[src/rtl/irq_gate_pkg.sv]
package irq_gate_pkg;
    localparam int SRC_N     = 6;
    localparam int ADDR_W    = 8;
    localparam int DATA_W    = 32;
    localparam int CODE_W    = 3;
    localparam int CODE_MAX  = 6;
    localparam int CODE_RST  = 3;
    localparam logic [ADDR_W-1:0] OFF_CODE = 8'h20;
    localparam logic [ADDR_W-1:0] OFF_STS  = 8'h24;
    localparam logic [ADDR_W-1:0] OFF_EN   = 8'h28;
    // deferred sources: async-advance (5), USB error (1), transaction done (0)
    localparam logic [SRC_N-1:0] DEFER_MASK = 6'b100011;

    typedef enum logic [0:0] {
        TM_COUNT = 1'b0,
        TM_FIRE  = 1'b1
    } tm_state_e;
endpackage

[src/rtl/irq_thresh_fsm.sv]
module irq_thresh_fsm
    import irq_gate_pkg::*;
#(
    parameter int CW   = CODE_W,
    parameter int CMAX = CODE_MAX
) (
    input  logic          clk_i,
    input  logic          rst_ni,
    input  logic          tick_i,
    input  logic [CW-1:0] code_i,
    output logic          boundary_o
);
    localparam int CNT_W = CMAX + 1;

    tm_state_e        st_q, st_d;
    logic [CNT_W-1:0] cnt_q, cnt_d;
    logic [CNT_W-1:0] last_w;
    logic             wrap_w;

    assign last_w = (CNT_W'(1) << code_i) - CNT_W'(1);
    assign wrap_w = tick_i && (cnt_q >= last_w);

    // next-state logic
    always_comb begin
        st_d  = st_q;
        cnt_d = cnt_q;
        if (tick_i) begin
            cnt_d = wrap_w ? '0 : cnt_q + CNT_W'(1);
        end
        unique case (st_q)
            TM_COUNT: st_d = wrap_w ? TM_FIRE : TM_COUNT;
            TM_FIRE:  st_d = wrap_w ? TM_FIRE : TM_COUNT;
            default:  st_d = TM_COUNT;
        endcase
    end

    // state register
    always_ff @(posedge clk_i) begin
        if (!rst_ni) begin
            st_q  <= TM_COUNT;
            cnt_q <= '0;
        end else begin
            st_q  <= st_d;
            cnt_q <= cnt_d;
        end
    end

    // outputs
    always_comb begin
        unique case (st_q)
            TM_FIRE:  boundary_o = 1'b1;
            default:  boundary_o = 1'b0;
        endcase
    end
endmodule

[src/rtl/irq_src_bank.sv]
module irq_src_bank
    import irq_gate_pkg::*;
#(
    parameter int              N     = SRC_N,
    parameter logic [N-1:0]    DEFER = DEFER_MASK
) (
    input  logic         clk_i,
    input  logic         rst_ni,
    input  logic [N-1:0] evt_i,
    input  logic [N-1:0] clr_i,
    input  logic         en_wr_i,
    input  logic [N-1:0] en_data_i,
    input  logic         boundary_i,
    output logic [N-1:0] sts_o,
    output logic [N-1:0] en_o,
    output logic [N-1:0] rel_o,
    output logic         irq_o
);
    logic [N-1:0] sts_q, en_q, rel_q;
    logic [N-1:0] sts_d, en_d, rel_d;
    logic [N-1:0] live_w;

    assign sts_d = (sts_q & ~clr_i) | evt_i;
    assign en_d  = en_wr_i ? en_data_i : en_q;
    assign rel_d = (rel_q | ({N{boundary_i}} & sts_q & en_q & DEFER)) & sts_d & en_d;

    always_ff @(posedge clk_i) begin
        if (!rst_ni) begin
            sts_q <= '0;
            en_q  <= '0;
            rel_q <= '0;
        end else begin
            sts_q <= sts_d;
            en_q  <= en_d;
            rel_q <= rel_d;
        end
    end

    for (genvar i = 0; i < N; i++) begin : g_src
        if (DEFER[i]) begin : g_defer
            assign live_w[i] = rel_q[i] & sts_q[i] & en_q[i];
        end else begin : g_imm
            assign live_w[i] = sts_q[i] & en_q[i];
        end
    end

    assign irq_o = |live_w;
    assign sts_o = sts_q;
    assign en_o  = en_q;
    assign rel_o = rel_q;
endmodule

[src/rtl/irq_csr_port.sv]
module irq_csr_port
    import irq_gate_pkg::*;
#(
    parameter int N    = SRC_N,
    parameter int AW   = ADDR_W,
    parameter int DW   = DATA_W,
    parameter int CW   = CODE_W,
    parameter int CMAX = CODE_MAX,
    parameter int CRST = CODE_RST
) (
    input  logic          clk_i,
    input  logic          rst_ni,
    input  logic [AW-1:0] addr_i,
    input  logic          wr_en_i,
    input  logic [DW-1:0] wr_data_i,
    input  logic [N-1:0]  sts_i,
    input  logic [N-1:0]  en_i,
    output logic [N-1:0]  clr_o,
    output logic          en_wr_o,
    output logic [N-1:0]  en_data_o,
    output logic [CW-1:0] code_o,
    output logic [DW-1:0] rd_data_o
);
    logic [CW-1:0] code_q, code_w;
    logic [DW-1:0] rd_q, rd_d;
    logic          unused_hi;

    assign unused_hi = ^wr_data_i[DW-1:N];
    assign code_w    = (wr_data_i[CW-1:0] > CW'(CMAX)) ? CW'(CMAX) : wr_data_i[CW-1:0];
    assign clr_o     = (wr_en_i && addr_i == OFF_STS) ? wr_data_i[N-1:0] : '0;
    assign en_wr_o   = wr_en_i && (addr_i == OFF_EN);
    assign en_data_o = wr_data_i[N-1:0];

    always_comb begin
        unique case (addr_i)
            OFF_CODE: rd_d = DW'(code_q);
            OFF_STS:  rd_d = DW'(sts_i);
            OFF_EN:   rd_d = DW'(en_i);
            default:  rd_d = '0;
        endcase
    end

    always_ff @(posedge clk_i) begin
        if (!rst_ni) begin
            code_q <= CW'(CRST);
            rd_q   <= '0;
        end else begin
            if (wr_en_i && addr_i == OFF_CODE) code_q <= code_w;
            rd_q <= rd_d;
        end
    end

    assign code_o    = code_q;
    assign rd_data_o = rd_q;
endmodule

[src/rtl/irq_gate_unit.sv]
module irq_gate_unit
    import irq_gate_pkg::*;
(
    input  logic              clk_i,
    input  logic              rst_ni,
    input  logic [ADDR_W-1:0] addr_i,
    input  logic              wr_en_i,
    input  logic [DATA_W-1:0] wr_data_i,
    output logic [DATA_W-1:0] rd_data_o,
    input  logic [SRC_N-1:0]  evt_i,
    input  logic              uframe_tick_i,
    output logic              irq_o
);
    logic [SRC_N-1:0]  sts_w, en_w, rel_w, clr_w, en_dat_w;
    logic              en_wr_w, bnd_w;
    logic [CODE_W-1:0] code_w;

    irq_csr_port u_csr (
        .clk_i     (clk_i),
        .rst_ni    (rst_ni),
        .addr_i    (addr_i),
        .wr_en_i   (wr_en_i),
        .wr_data_i (wr_data_i),
        .sts_i     (sts_w),
        .en_i      (en_w),
        .clr_o     (clr_w),
        .en_wr_o   (en_wr_w),
        .en_data_o (en_dat_w),
        .code_o    (code_w),
        .rd_data_o (rd_data_o)
    );

    irq_thresh_fsm u_fsm (
        .clk_i      (clk_i),
        .rst_ni     (rst_ni),
        .tick_i     (uframe_tick_i),
        .code_i     (code_w),
        .boundary_o (bnd_w)
    );

    irq_src_bank u_bank (
        .clk_i      (clk_i),
        .rst_ni     (rst_ni),
        .evt_i      (evt_i),
        .clr_i      (clr_w),
        .en_wr_i    (en_wr_w),
        .en_data_i  (en_dat_w),
        .boundary_i (bnd_w),
        .sts_o      (sts_w),
        .en_o       (en_w),
        .rel_o      (rel_w),
        .irq_o      (irq_o)
    );
endmodule

[config.mk]
export PLATFORM = sky130hd
export DESIGN_NAME = irq_gate_unit
export DESIGN_NICKNAME = d
export VERILOG_FILES = /design/src/rtl/irq_gate_pkg.sv /design/src/rtl/irq_thresh_fsm.sv /design/src/rtl/irq_src_bank.sv /design/src/rtl/irq_csr_port.sv /design/src/rtl/irq_gate_unit.sv
export SDC_FILE = /design/constraint.sdc
export NUM_CORES = 1
export LEC_CHECK = 0
export BUFFER_PORTS_ARGS = -buffer_cell sky130_fd_sc_hd__clkbuf_2
export CORE_MARGIN = 2
export CORE_UTILIZATION = 44
export DETAILED_ROUTE_END_ITERATION = 8
export PLACE_DENSITY = 0.74
export SYNTH_ARGS = -nofsm -noshare
export SYNTH_HDL_FRONTEND = slang
export SYNTH_SLANG_ARGS = --single-unit
[constraint.sdc]
create_clock -name clk_i -period 3 [get_ports clk_i]
set_clock_uncertainty 0.1 [all_clocks]
set_input_delay 0.45 -clock clk_i [delete_from_list [all_inputs] [get_ports clk_i]]
set_output_delay 0.45 -clock clk_i [all_outputs]
set_load 0.01 [all_outputs]
==> After elaboration in Yosys (flattened, before gate mapping) <==
Cells that the tools add are included.
W data, S select, Z words.
{ "word_totals": {"rom_bits": 0, "n_memories": 0, "ramBits": 0, "ff_bits": 61, "inputBits": 50, "word_cells": 44, "latchBits": 0, "out_inout_bits": 33} }
{ "classes": {"addsub": 2, "n_lt_le_gt_ge": 2, "bitwise_logic": 17, "multipliers": 0, "n_eq_ne": 3, "mux": 7, "n_reduce_logical": 5, "shift": 1, "n_div": 0} }
{ "ops": {"columns": ["cell", "n"], "rows": [
  ["$and A6 B6 Y6", 5],
  ["$eq A8 B6 Y1 const B", 3],
  ["$pmux W6 S3", 1],
  ["$mux W6", 2],
  ["$or A6 B6 Y6", 2],
  ["$and A1 B1 Y1", 9],
  ["$add A7 B1 Y7 const B", 1],
  ["$ge A7 B7 Y1", 1],
  ["$mux W7", 1],
  ["$shl A1 B3 Y7 const A", 1],
  ["$sub A7 B2 Y7 const B", 1],
  ["$not A6 Y6", 1],
  ["$reduce_or A6 Y1", 1],
  ["$logic_and A1 B1 Y1", 4],
  ["$gt A3 B3 Y1 const B", 1],
  ["$mux W3", 1],
  ["$mux W1", 2]
]} }

==> Longest topological paths before layout <==
Gate-level depths: netlist of the first run.
{ "logic_depth": {"depth_word": 8, "depth_mapped": 7, "mapped_depth_nobuf": 6} }

==> Modules after synthesis <==
Synthesis of the first run repeated with hierarchy kept, for this count alone.
{ "hier_totals": {"cells_unflattened": 209, "area_unflattened_um2": 2001.9} }
{ "by_module_without_submodules": {"columns": ["module", "area_per_inst_um2", "cells_per_inst", "n_inst", "seq_area_each_um2"], "rows": [
  ["irq_src_bank", 732.0, 66, 1, 360.3],
  ["irq_csr_port", 726.9, 87, 1, 180.2],
  ["irq_thresh_fsm", 543.0, 56, 1, 160.2]
]} }

==> Least setup slack after synthesis of the first run <==
OpenSTA, ideal clock, no wires.
{ "synth_path": {"path_kind": "register to register", "startpoint": "register u_csr.code_q[2] (netlist: u_csr.code_o[2])", "endpoint": "register u_fsm.cnt_q[0]", "path_buffers": 1, "synth_period_minus_slack_ps": 2067, "stages_incl_launch_ff": 8, "setup_ps": 60, "arrival_ps": 1907, "slack_ps": 933, "required_time_ps": 2840, "path_cell_list": "dfxtp_1 clkbuf_1 or3_1 ha_1 nand2b_1 a2111oi_2 o31a_2 and3_1"} }
{ "synth_between": {"elab_chain_len": 5} }
{ "synth_rtl": {"columns": ["item", "line", "source"], "rows": [
  ["start, declared", "irq_csr_port.sv:24", "logic [CW-1:0] code_q, code_w;"],
  ["start signal, assigned", "irq_csr_port.sv:45", "code_q <= CW'(CRST);"],
  ["start signal, assigned", "irq_csr_port.sv:48", "if (wr_en_i && addr_i == OFF_CODE) code_q <= code_w;"],
  ["$shl A1 B3 Y7", "irq_thresh_fsm.sv:20", "assign last_w = (CNT_W'(1) << code_i) - CNT_W'(1);"],
  ["$sub A7 B2 Y7", "irq_thresh_fsm.sv:20", null],
  ["$ge A7 B7 Y1", "irq_thresh_fsm.sv:21", "assign wrap_w = tick_i && (cnt_q >= last_w);"],
  ["$logic_and A1 B1 Y1", "irq_thresh_fsm.sv:21", null],
  ["$mux W7", "irq_thresh_fsm.sv:28", "cnt_d = wrap_w ? '0 : cnt_q + CNT_W'(1);"],
  ["end signal, assigned", "irq_thresh_fsm.sv:44", "cnt_q <= cnt_d;"],
  ["end, declared", "irq_thresh_fsm.sv:16", "logic [CNT_W-1:0] cnt_q, cnt_d;"]
]} }
Every way passes these cells.
A chain may end at the register's enable or synchronous reset.

==> Worst setup path after layout of the first run <==
{ "layout_path": {"startpoint": "register u_csr.code_q[2] (netlist: u_csr.code_o[2])", "endpoint": "register u_fsm.cnt_q[4]"} }
The elaborated chain is that of the path after synthesis.

==> impl_metrics.py, run 1 <==
metrics = {
    "logic_synthesis": {
        "synthFlopType": "dfxtp_1",
        "seq_area_frac_synth_pct": 37.2,
        "synth_common_cells": "dfxtp_1, buf_4, nor2_1",
        "synth_area_um2": 1720,
        "synth.distinct_cells": 36,
        "async_reset_ff_share_pct": 0,
        "synth_edf_count": 0,
        "yosysMostFrequentCell": "dfxtp_1",
        "netlist_top_cells_area": "dfxtp_1, buf_4, mux2i_1",
        "syn_area_per_cell_um2": 9.32,
        "synth_top_area_share_pct": 37.2,
        "yosysTopAreaCell": "dfxtp_1",
        "ys_warn_count": 0,
        "ys_seq_elements": 32,
        "syn_inst": 185,
    },
    "grt": {
        "track_usage_pct": 15.0,
        "grt_max_degree": 25,
        "grt_antenna_before_repair": 0,
        "grt_pass1_vias": 1082,
        "grt_overflow": 0,
        "grt_pass1_wl_mm": 4.81,
    },
    "floorplan": {
        "die_width_um": 66.6,
        "die_h_um": 66.6,
        "core_um2": 3720,
        "die-area_um2": 4440,
        "ioPinCount": 83,
        "row_count": 22,
        "initial_utilization_pct": 46.4,
    },
    "timing": {
        "rsz0062_at_grt": "false",
        "post-route-worst-setup-slack_ns": 0.863,
        "setup_tns_ns": 0,
        "period_needed_ns": 2.14,
        "setup_viol": 0,
        "hold_ws_ns": 0.278,
        "finalMaxSlewViolations": 0,
        "finalCritPeriodShare_pct": 71.2,
        "fmax_mhz": 468,
        "hold_viol": 0,
    },
    "clocking": {
        "cts_resized": 0,
        "cts_tree": "built",
        "cts_hold_buf": 0,
        "insertion_delay_ns": 0.28,
        "cts_sinks": 32,
        "cts_setup_buffers": 0,
        "htreeDepth": 2,
        "root_buffer": "clkbuf_8",
        "clockBufferDepth": 2,
        "cts_buffers": 5,
        "cts.clk_slew.worst_paths_ns": 0.07,
    },
    "critical_path": {
        "worst-path-max-fanout": 9,
        "cp_cell_sequence": "or3_1 > ha_1 > nand2b_1 > a2111oi_2 > o31a_2 > and3_1",
        "crit_type": "flip-flop to flip-flop",
        "required_ns": 3.12,
        "crit_path_end_kind": "flip-flop",
        "crit_buf_inv": 0,
        "worst_path_largest_cell_delay_ns": 0.40,
        "cp.arrival_ns": 2.26,
        "cp_slowest_cell": "or3_1",
        "cp-start-kind": "flip-flop",
        "cp_top_family": "simple AND/OR/NAND/NOR gates",
    },
    "final_layout": {
        "fillCellCount": 342,
        "multi_input_area_um2": 940,
        "final_util_pct": 51.2,
        "num_antenna_cells": 0,
        "ff_latch_area_um2": 641,
        "drive_gt1_share_pct": 21.2,
        "final_cell_count_no_fill": 265,
        "layout.nets": 274,
        "final_cell_area_um2": 1900,
        "syn2layout_area_growth_pct": 10.4,
    },
    "routing": {
        "wl_met1_mm": 1.31,
        "ant_nets": 0,
        "wl_per_cell_um": 10.9,
        "met3_wirelength_um": 242,
        "highest-signal-layer": "met4",
        "dr.pass1.iters": 4,
        "dr_wl_met2_mm": 1.27,
        "drc": 0,
        "avgViaCountPerCell": 4.89,
        "num_vias": 1297,
        "wl_mm": 2.90,
        "drt_iter0_drc": 119,
    },
    "pwr": {
        "p_leak_nw": 0.915,
        "peakVddDrop_v": 0.000262,
        "p_total_uw": 859,
        "power_density_nw_per_um2": 451,
    },
    "placement": {
        "place_inst": 257,
        "placed_cell_area_um2": 1810,
        "port_buffers": 30,
        "dpl.hpwl_mm": 2.28,
        "dp_slack_ns": 0.841,
        "finalWeightedCongestion": 0.730,
    },
    "job": {
        "max-cap-violations": 0,
    },
    "status": {
        "status": "finished, final reports clean",
    },
    "hold_path": {
        "hold_path_class": "input pin to flip-flop",
    },
}
-- cells by family (layout without fill, tap and decap cells) --
kind of cell               after synthesis  after routing  share of synthesized area [%]
buffers and inverters                   36             43                           13.8
DFF                                     32             32                           37.2
and+or+nand+nor                         60             60                           20.8
muxes                                   12             12                           7.04
other                                    1             26                          0.217
xor gates and xnor gates                 6              6                           3.05
AOI/OAI and AO/OA                       30             30                           12.1
adders and majority gates                8              8                           5.81
-- metal layers --
layer | vias to the layer above | global-route usage (%)
met5 | - | 0
met2 | 51 | 23.1
met1 | 585 | 18.1
met4 | 0 | 8.42
met3 | 6 | 5.24
li1 | 655 | -
-- final timing paths --
path | endpoint | slack, ns | start | cells after the start
max | u_fsm.cnt_q[4]$_SDFFE_PN0P_ | 0.86 | u_csr.code_o[2]$_SDFFE_PN0P_ | 6
min | u_bank.sts_o[3]$_SDFF_PN0_ | 0.28 | evt_i[3] | 2
max reg2reg | u_fsm.cnt_q[4]$_SDFFE_PN0P_ | 0.86 | u_csr.code_o[2]$_SDFFE_PN0P_ | 6
min reg2reg | u_csr.rd_data_o[2]$_SDFF_PN0_ | 0.44 | u_bank.sts_o[2]$_SDFF_PN0_ | 2
-- registers in the layout, indices dropped and copies added, names as in the netlist, named ones only --
signal,cells
u_fsm.st_q,1
u_csr.rd_data_o,6
u_csr.code_o,3
u_bank.rel_o,3
u_bank.en_o,3
u_bank.sts_o,6
u_fsm.cnt_q,7
-- placed cells by master, fill, tap and decap left out, types with 5 or more instances in the layout --
cell       n
a21oi_1    5
ha_1       8
clkbuf_8   6
nand3_1    6
a31oi_1    6
nand2_1    9
nor2_1    15
inv_1      5
clkbuf_2  30
and3_1     7
conb_1    26
dfxtp_1   32
nor2b_1    8
mux2i_1   11
-- worst register-to-register path, cell delays in order (launching register included) --
cell	delay, ns
dfxtp_1	0.38
or3_1	0.40
ha_1	0.27
nand2b_1	0.15
a2111oi_2	0.36
o31a_2	0.26
and3_1	0.16
-- layout make-up --
class,count,share of cell area [%]
multi-input combinational,142,49.4
sequential,32,33.7
timing repair buffer,30,7.89
clock buffer,7,4.54
tap,48,3.16
inverter,5,0.986
clock inverter,1,0.394
-- power breakdown --
group          switching, mW  internal, mW  total [mW]  leakage [nW]
logic                 0.0461        0.0346      0.0806         0.610
clock network          0.148         0.186       0.334        0.0445
registers            0.00976         0.434       0.444         0.260
Note: power is estimated with default switching activity, not from simulation.
==> inputs of run 2 (changes only) <==
clock period = 2.15 ns   (was 3 ns; I/O delays follow)
==> run 2 against run 1 <==
  * Critical path depth unchanged
  * Sequential share of layout area decreased by 0.95 points
  * Sequential cell count unchanged
  * Count of clock-buffer cells in the layout unchanged
  * Register-to-register slack got worse by 0.70 ns
  * Fmax increased by 7.7%
  * First-iteration DRC count decreased by 32%
  * Cell count increased by 1.1%
  * Combinational power increased by 40%
  * Wire length increased by 3.7%
  * Setup slack got worse by 0.70 ns
  * Critical endpoint unchanged
  * Highest routed layer unchanged
==> impl_metrics.py, run 2 (synthesis results as in run 1) <==
metrics = {
    "routing": {
        "wl_per_cell_um": 11.2,
        "avgViaCountPerCell": 4.75,
        "ant_nets": 0,
        "drc": 0,
        "dr.pass1.iters": 5,
        "num_vias": 1272,
        "drt_iter0_drc": 81,
        "wl_mm": 3.00,
    },
    "grt": {
        "grt_max_degree": 25,
        "use_met1_pct": 17.2,
        "track_usage_pct": 14.7,
        "grt_overflow": 0,
        "top_usage_layer": "met2",
        "grt_pass1_wl_mm": 4.71,
        "grt_pass1_vias": 1088,
        "grt_use_met2_pct": 23.1,
        "grt_antenna_before_repair": 0,
        "grt_util_met3_pct": 6.59,
    },
    "hold_path": {
        "hold_start": "evt_i[2]",
        "hold_path_class": "input pin to flip-flop",
    },
    "floorplan": {
        "die_width_um": 66.6,
        "die_h_um": 66.6,
        "row_count": 22,
        "core_um2": 3720,
        "initial_utilization_pct": 46.4,
        "ioPinCount": 83,
        "die-area_um2": 4440,
    },
    "critical_path": {
        "crit_buf_inv": 0,
        "crit_path_end_kind": "flip-flop",
        "crit_start": "u_csr.code_o[2]$_SDFFE_PN0P_",
        "cp_top_family": "simple AND/OR/NAND/NOR gates",
        "worst_path_largest_cell_delay_ns": 0.37,
        "cp-start-kind": "flip-flop",
        "cp_slowest_cell": "or3_1",
        "r2r_start": "u_csr.code_o[2]$_SDFFE_PN0P_",
        "required_ns": 2.27,
        "cp_cell_sequence": "or3_1 > ha_1 > nand2b_1 > a2111oi_2 > o31a_2 > and3_1",
        "cp.arrival_ns": 2.11,
        "worst-path-max-fanout": 8,
        "crit_type": "flip-flop to flip-flop",
    },
    "clocking": {
        "cts.clk_slew.worst_paths_ns": 0.07,
        "insertion_delay_ns": 0.28,
        "cts_sinks": 32,
        "cts_buffers": 5,
        "cts_hold_buf": 0,
        "cts_tree": "built",
        "htreeDepth": 2,
        "root_buffer": "clkbuf_8",
        "cts_resized": 0,
        "clockBufferDepth": 2,
    },
    "final_layout": {
        "fillCellCount": 368,
        "largest-register": "u_fsm.cnt_q",
        "drive_gt1_share_pct": 22.7,
        "final_common_cell": "dfxtp_1",
        "final_cell_count_no_fill": 268,
        "largest_register_ffs": 7,
        "syn2layout_area_growth_pct": 13.6,
        "final_cell_area_um2": 1960,
        "layout.nets": 277,
        "layout_common_cells": "dfxtp_1, clkbuf_2, conb_1",
        "num_antenna_cells": 0,
    },
    "timing": {
        "setup_tns_ns": 0,
        "finalCritPeriodShare_pct": 92.3,
        "finalMaxSlewViolations": 0,
        "fmax_mhz": 504,
        "period_needed_ns": 1.98,
        "setup_viol": 0,
        "hold_ws_ns": 0.145,
        "rsz0062_at_grt": "false",
        "hold_viol": 0,
    },
    "placement": {
        "dpl.hpwl_mm": 2.33,
        "place_inst": 260,
        "finalWeightedCongestion": 0.788,
        "port_buffers": 30,
        "placed_cell_area_um2": 1830,
    },
    "pwr": {
        "power.switching_uw": 289,
        "peakVddDrop_v": 0.000304,
        "p_sw_share_pct": 21.4,
        "intPower_mw": 1.06,
        "power_density_nw_per_um2": 690,
        "combPwrFrac_pct": 8.3,
        "seq_power_share_pct": 45.8,
        "clockPowerShare_pct": 45.9,
        "p_leak_nw": 0.949,
    },
    "status": {
        "status": "finished, final reports clean",
    },
    "job": {
        "max-cap-violations": 0,
    },
}
## run 2: cell types whose count changed in the layout (fill, tap and decap cells not counted), sizes merged
cell / change
clkinvlp: -1
buf: +3
bufinv: +1
## run 2: worst reg2reg max path: stages (launching register included)
cell       delay (ns)
dfxtp_1          0.31
or3_1            0.37
ha_1             0.27
nand2b_1         0.16
a2111oi_2        0.31
o31a_2           0.25
and3_1           0.17
## run 2: power groups by stage
stage | Sequential, mW | Clock, mW | Combinational, mW
3_3_place_gp | 0.632 | 0 | 0.111
2_1_floorplan | 0.627 | 0 | 0.113
5_1_grt | 0.621 | 0.660 | 0.129
6_report | 0.619 | 0.620 | 0.113
4_1_cts | 0.619 | 0.637 | 0.113
3_5_place_dp | 0.632 | 0 | 0.113
## run 2: final timing paths
path | end | cells past startpoint | slack [ns]
setup / recovery | u_fsm.cnt_q[4]$_SDFFE_PN0P_ | 6 | 0.17
hold / removal | u_bank.sts_o[2]$_SDFF_PN0_ | 2 | 0.15
setup reg to reg | u_fsm.cnt_q[4]$_SDFFE_PN0P_ | 6 | 0.17
hold reg to reg | u_csr.rd_data_o[4]$_SDFF_PN0_ | 2 | 0.43
## run 2: per-layer routing
metal  routed length, um  vias up
met3                 213        2
met1                1410      562
li1                    -      665
met2                1350       43
met4                  22        0
met5                   0        -
## run 2: cell type report
type | count | area [um^2] | area share, %
inverters | 5 | 18.8 | 0.958
clock inverters | 1 | 30.0 | 1.53
flip-flops and latches | 32 | 641 | 32.7
clock buffers | 7 | 96.3 | 4.92
well taps | 48 | 60.1 | 3.07
multi-input cells | 142 | 940 | 48.0
repair buffers | 33 | 173 | 8.82
## run 2: per-stage QoR
stage | total power [mW] | util, % | setup WS, ns
floorplan | 0.741 | - | 0.0834
global placement | 0.742 | 49.3 | 0.128
detailed placement | 0.745 | 49.3 | 0.103
CTS | 1.37 | 52.7 | 0.0774
global route | 1.41 | 52.7 | 0.0458
finish | 1.35 | 52.7 | 0.166
## run 2: repair_timing
action                     CTS  global route
setup buffers                0             0
setup endpoints to repair    0             5
hold endpoints to repair     0             0
==> inputs of run 3 (changes only) <==
CTS_CLUSTER_SIZE = 30   (was not set)
HOLD_SLACK_MARGIN = 0.06   (was not set)
PLACE_DENSITY = not set   (was 0.74)
PLACE_DENSITY_LB_ADDON = 0.2   (was not set)
==> run 3 against run 2 <==
  * Global-route usage grew 1.8 points
  * Critical path depth unchanged
  * Total power is 14% lower
  * Largest cell class unchanged
  * Wire length is 5.2% higher
==> impl_metrics.py, run 3 (synthesis results as in run 1) <==
metrics = {
    "status": {
        "status": "finished, final reports clean",
    },
    "routing": {
        "drc": 0,
        "ant_nets": 0,
        "wl_per_cell_um": 11.8,
        "num_vias": 1271,
        "dr.pass1.iters": 4,
        "avgViaCountPerCell": 4.76,
        "drt_iter0_drc": 39,
        "wl_mm": 3.16,
    },
    "grt": {
        "grt_pass1_vias": 1217,
        "grt_max_degree": 25,
        "grt_overflow": 0,
        "grt_pass1_wl_mm": 5.40,
        "grt_antenna_before_repair": 0,
        "track_usage_pct": 16.4,
    },
    "critical_path": {
        "worst-path-max-fanout": 8,
        "crit_start": "u_csr.code_o[2]$_SDFFE_PN0P_",
        "cp.arrival_ns": 2.09,
        "crit_type": "flip-flop to flip-flop",
        "cp-endpoint": "u_fsm.cnt_q[1]$_SDFFE_PN0P_",
        "required_ns": 2.27,
        "r2r_end": "u_fsm.cnt_q[1]$_SDFFE_PN0P_",
        "cp-start-kind": "flip-flop",
        "r2r_setup_slack_ns": 0.19,
        "r2r_start": "u_csr.code_o[2]$_SDFFE_PN0P_",
        "crit_path_end_kind": "flip-flop",
        "rr_worst_depth": 6,
    },
    "pwr": {
        "power.switching_uw": 285,
        "peakVddDrop_v": 0.000403,
        "seq_power_share_pct": 53.4,
        "power_density_nw_per_um2": 607,
        "p_leak_nw": 0.925,
        "clockPowerShare_pct": 36.7,
        "p_total_mw": 1.16,
        "intPower_uw": 874,
        "combPwrFrac_pct": 10.0,
        "p_sw_share_pct": 24.6,
    },
    "timing": {
        "period_needed_ns": 1.96,
        "rsz0062_at_grt": "false",
        "hold_viol": 0,
        "fmax_mhz": 509,
        "finalMaxSlewViolations": 0,
        "setup_viol": 0,
        "hold_ws_ns": 0.157,
        "setup_tns_ns": 0,
        "finalCritPeriodShare_pct": 91.3,
        "post-route-worst-setup-slack_ns": 0.186,
    },
    "hold_path": {
        "hold_path_class": "input pin to flip-flop",
    },
    "floorplan": {
        "core_um2": 3720,
        "initial_utilization_pct": 46.4,
        "row_count": 22,
        "ioPinCount": 83,
        "die-area_um2": 4440,
        "die_h_um": 66.6,
        "die_width_um": 66.6,
    },
    "final_layout": {
        "layout.nets": 277,
        "layout_common_cells": "dfxtp_1, clkbuf_2, conb_1",
        "num_antenna_cells": 0,
        "final_common_cell": "dfxtp_1",
        "final_cell_area_um2": 1910,
        "largest-register": "u_fsm.cnt_q",
        "final_util_pct": 51.4,
        "largest_register_ffs": 7,
        "drive_gt1_share_pct": 21.9,
        "fillCellCount": 385,
        "syn2layout_area_growth_pct": 10.7,
        "final_cell_count_no_fill": 267,
    },
    "clocking": {
        "cts_hold_buf": 0,
        "cts_resized": 0,
        "cts_tree": "built",
        "clockBufferDepth": 2,
        "root_buffer": "clkbuf_8",
        "cts_buffers": 5,
        "cts.clk_slew.worst_paths_ns": 0.06,
        "htreeDepth": 2,
        "cts_setup_buffers": 0,
        "insertion_delay_ns": 0.28,
        "cts_sinks": 32,
    },
    "job": {
        "max-cap-violations": 0,
    },
    "placement": {
        "dpl.hpwl_mm": 2.39,
        "place_inst": 260,
        "placed_cell_area_um2": 1830,
        "port_buffers": 30,
        "dp_slack_ns": 0.110,
        "finalWeightedCongestion": 0.757,
    },
}
==> run 3: changes by cell type in the layout (fill, tap and decap cells not counted), sizes merged <==
cell,before,now
bufinv,1,0
clkbuf,37,36
clkinv,0,1
==> run 3: worst min-delay path by stage <==
stage | startpoint | to | slack (ns) | depth (start not counted)
5_1_grt | evt_i[3] | u_bank.sts_o[3]$_SDFF_PN0_ | 0.16 | 2
6_report | evt_i[3] | u_bank.sts_o[3]$_SDFF_PN0_ | 0.16 | 2
4_1_cts | evt_i[4] | u_bank.sts_o[4]$_SDFF_PN0_ | 0.15 | 2
3_3_place_gp | u_bank.sts_o[2]$_SDFF_PN0_ | u_csr.rd_data_o[2]$_SDFF_PN0_ | 0.41 | 2
3_5_place_dp | u_bank.sts_o[2]$_SDFF_PN0_ | u_csr.rd_data_o[2]$_SDFF_PN0_ | 0.41 | 2
2_1_floorplan | wr_data_i[0] | u_bank.sts_o[0]$_SDFF_PN0_ | 0.33 | 1
==> run 3: critical path, stage by stage, from the launching register on <==
cell       delay, ns
dfxtp_1         0.31
or3_1           0.37
ha_1            0.26
nand2b_1        0.15
a2111oi_2       0.30
o31a_2          0.25
and3_1          0.16
==> run 3: layout make-up <==
type,count,area (um^2),area share [%]
multi-input combinational,142,940,49.2
timing repair buffer,33,173,9.04
clock inverter,1,5.00,0.262
tap,48,60.1,3.15
inverter,5,18.8,0.983
clock buffer,6,72.6,3.80
sequential,32,641,33.6
==> run 3: power by group through the flow <==
stage                     registers (mW)  clock network [mW]  logic, mW
after floorplan                    0.627                   0      0.113
after global placement             0.631                   0      0.113
after detailed placement           0.631                   0      0.115
after CTS                          0.618               0.440      0.115
after global routing               0.621               0.462      0.133
final                              0.618               0.425      0.116
==> run 3: layer usage <==
metal	up-vias	part of all wire, %	GRT usage (%)
met4	0	1.6	6.89
met3	5	7.2	5.41
li1	661	-	-
met5	-	0	0
met1	561	52	21.3
met2	44	39	24.9
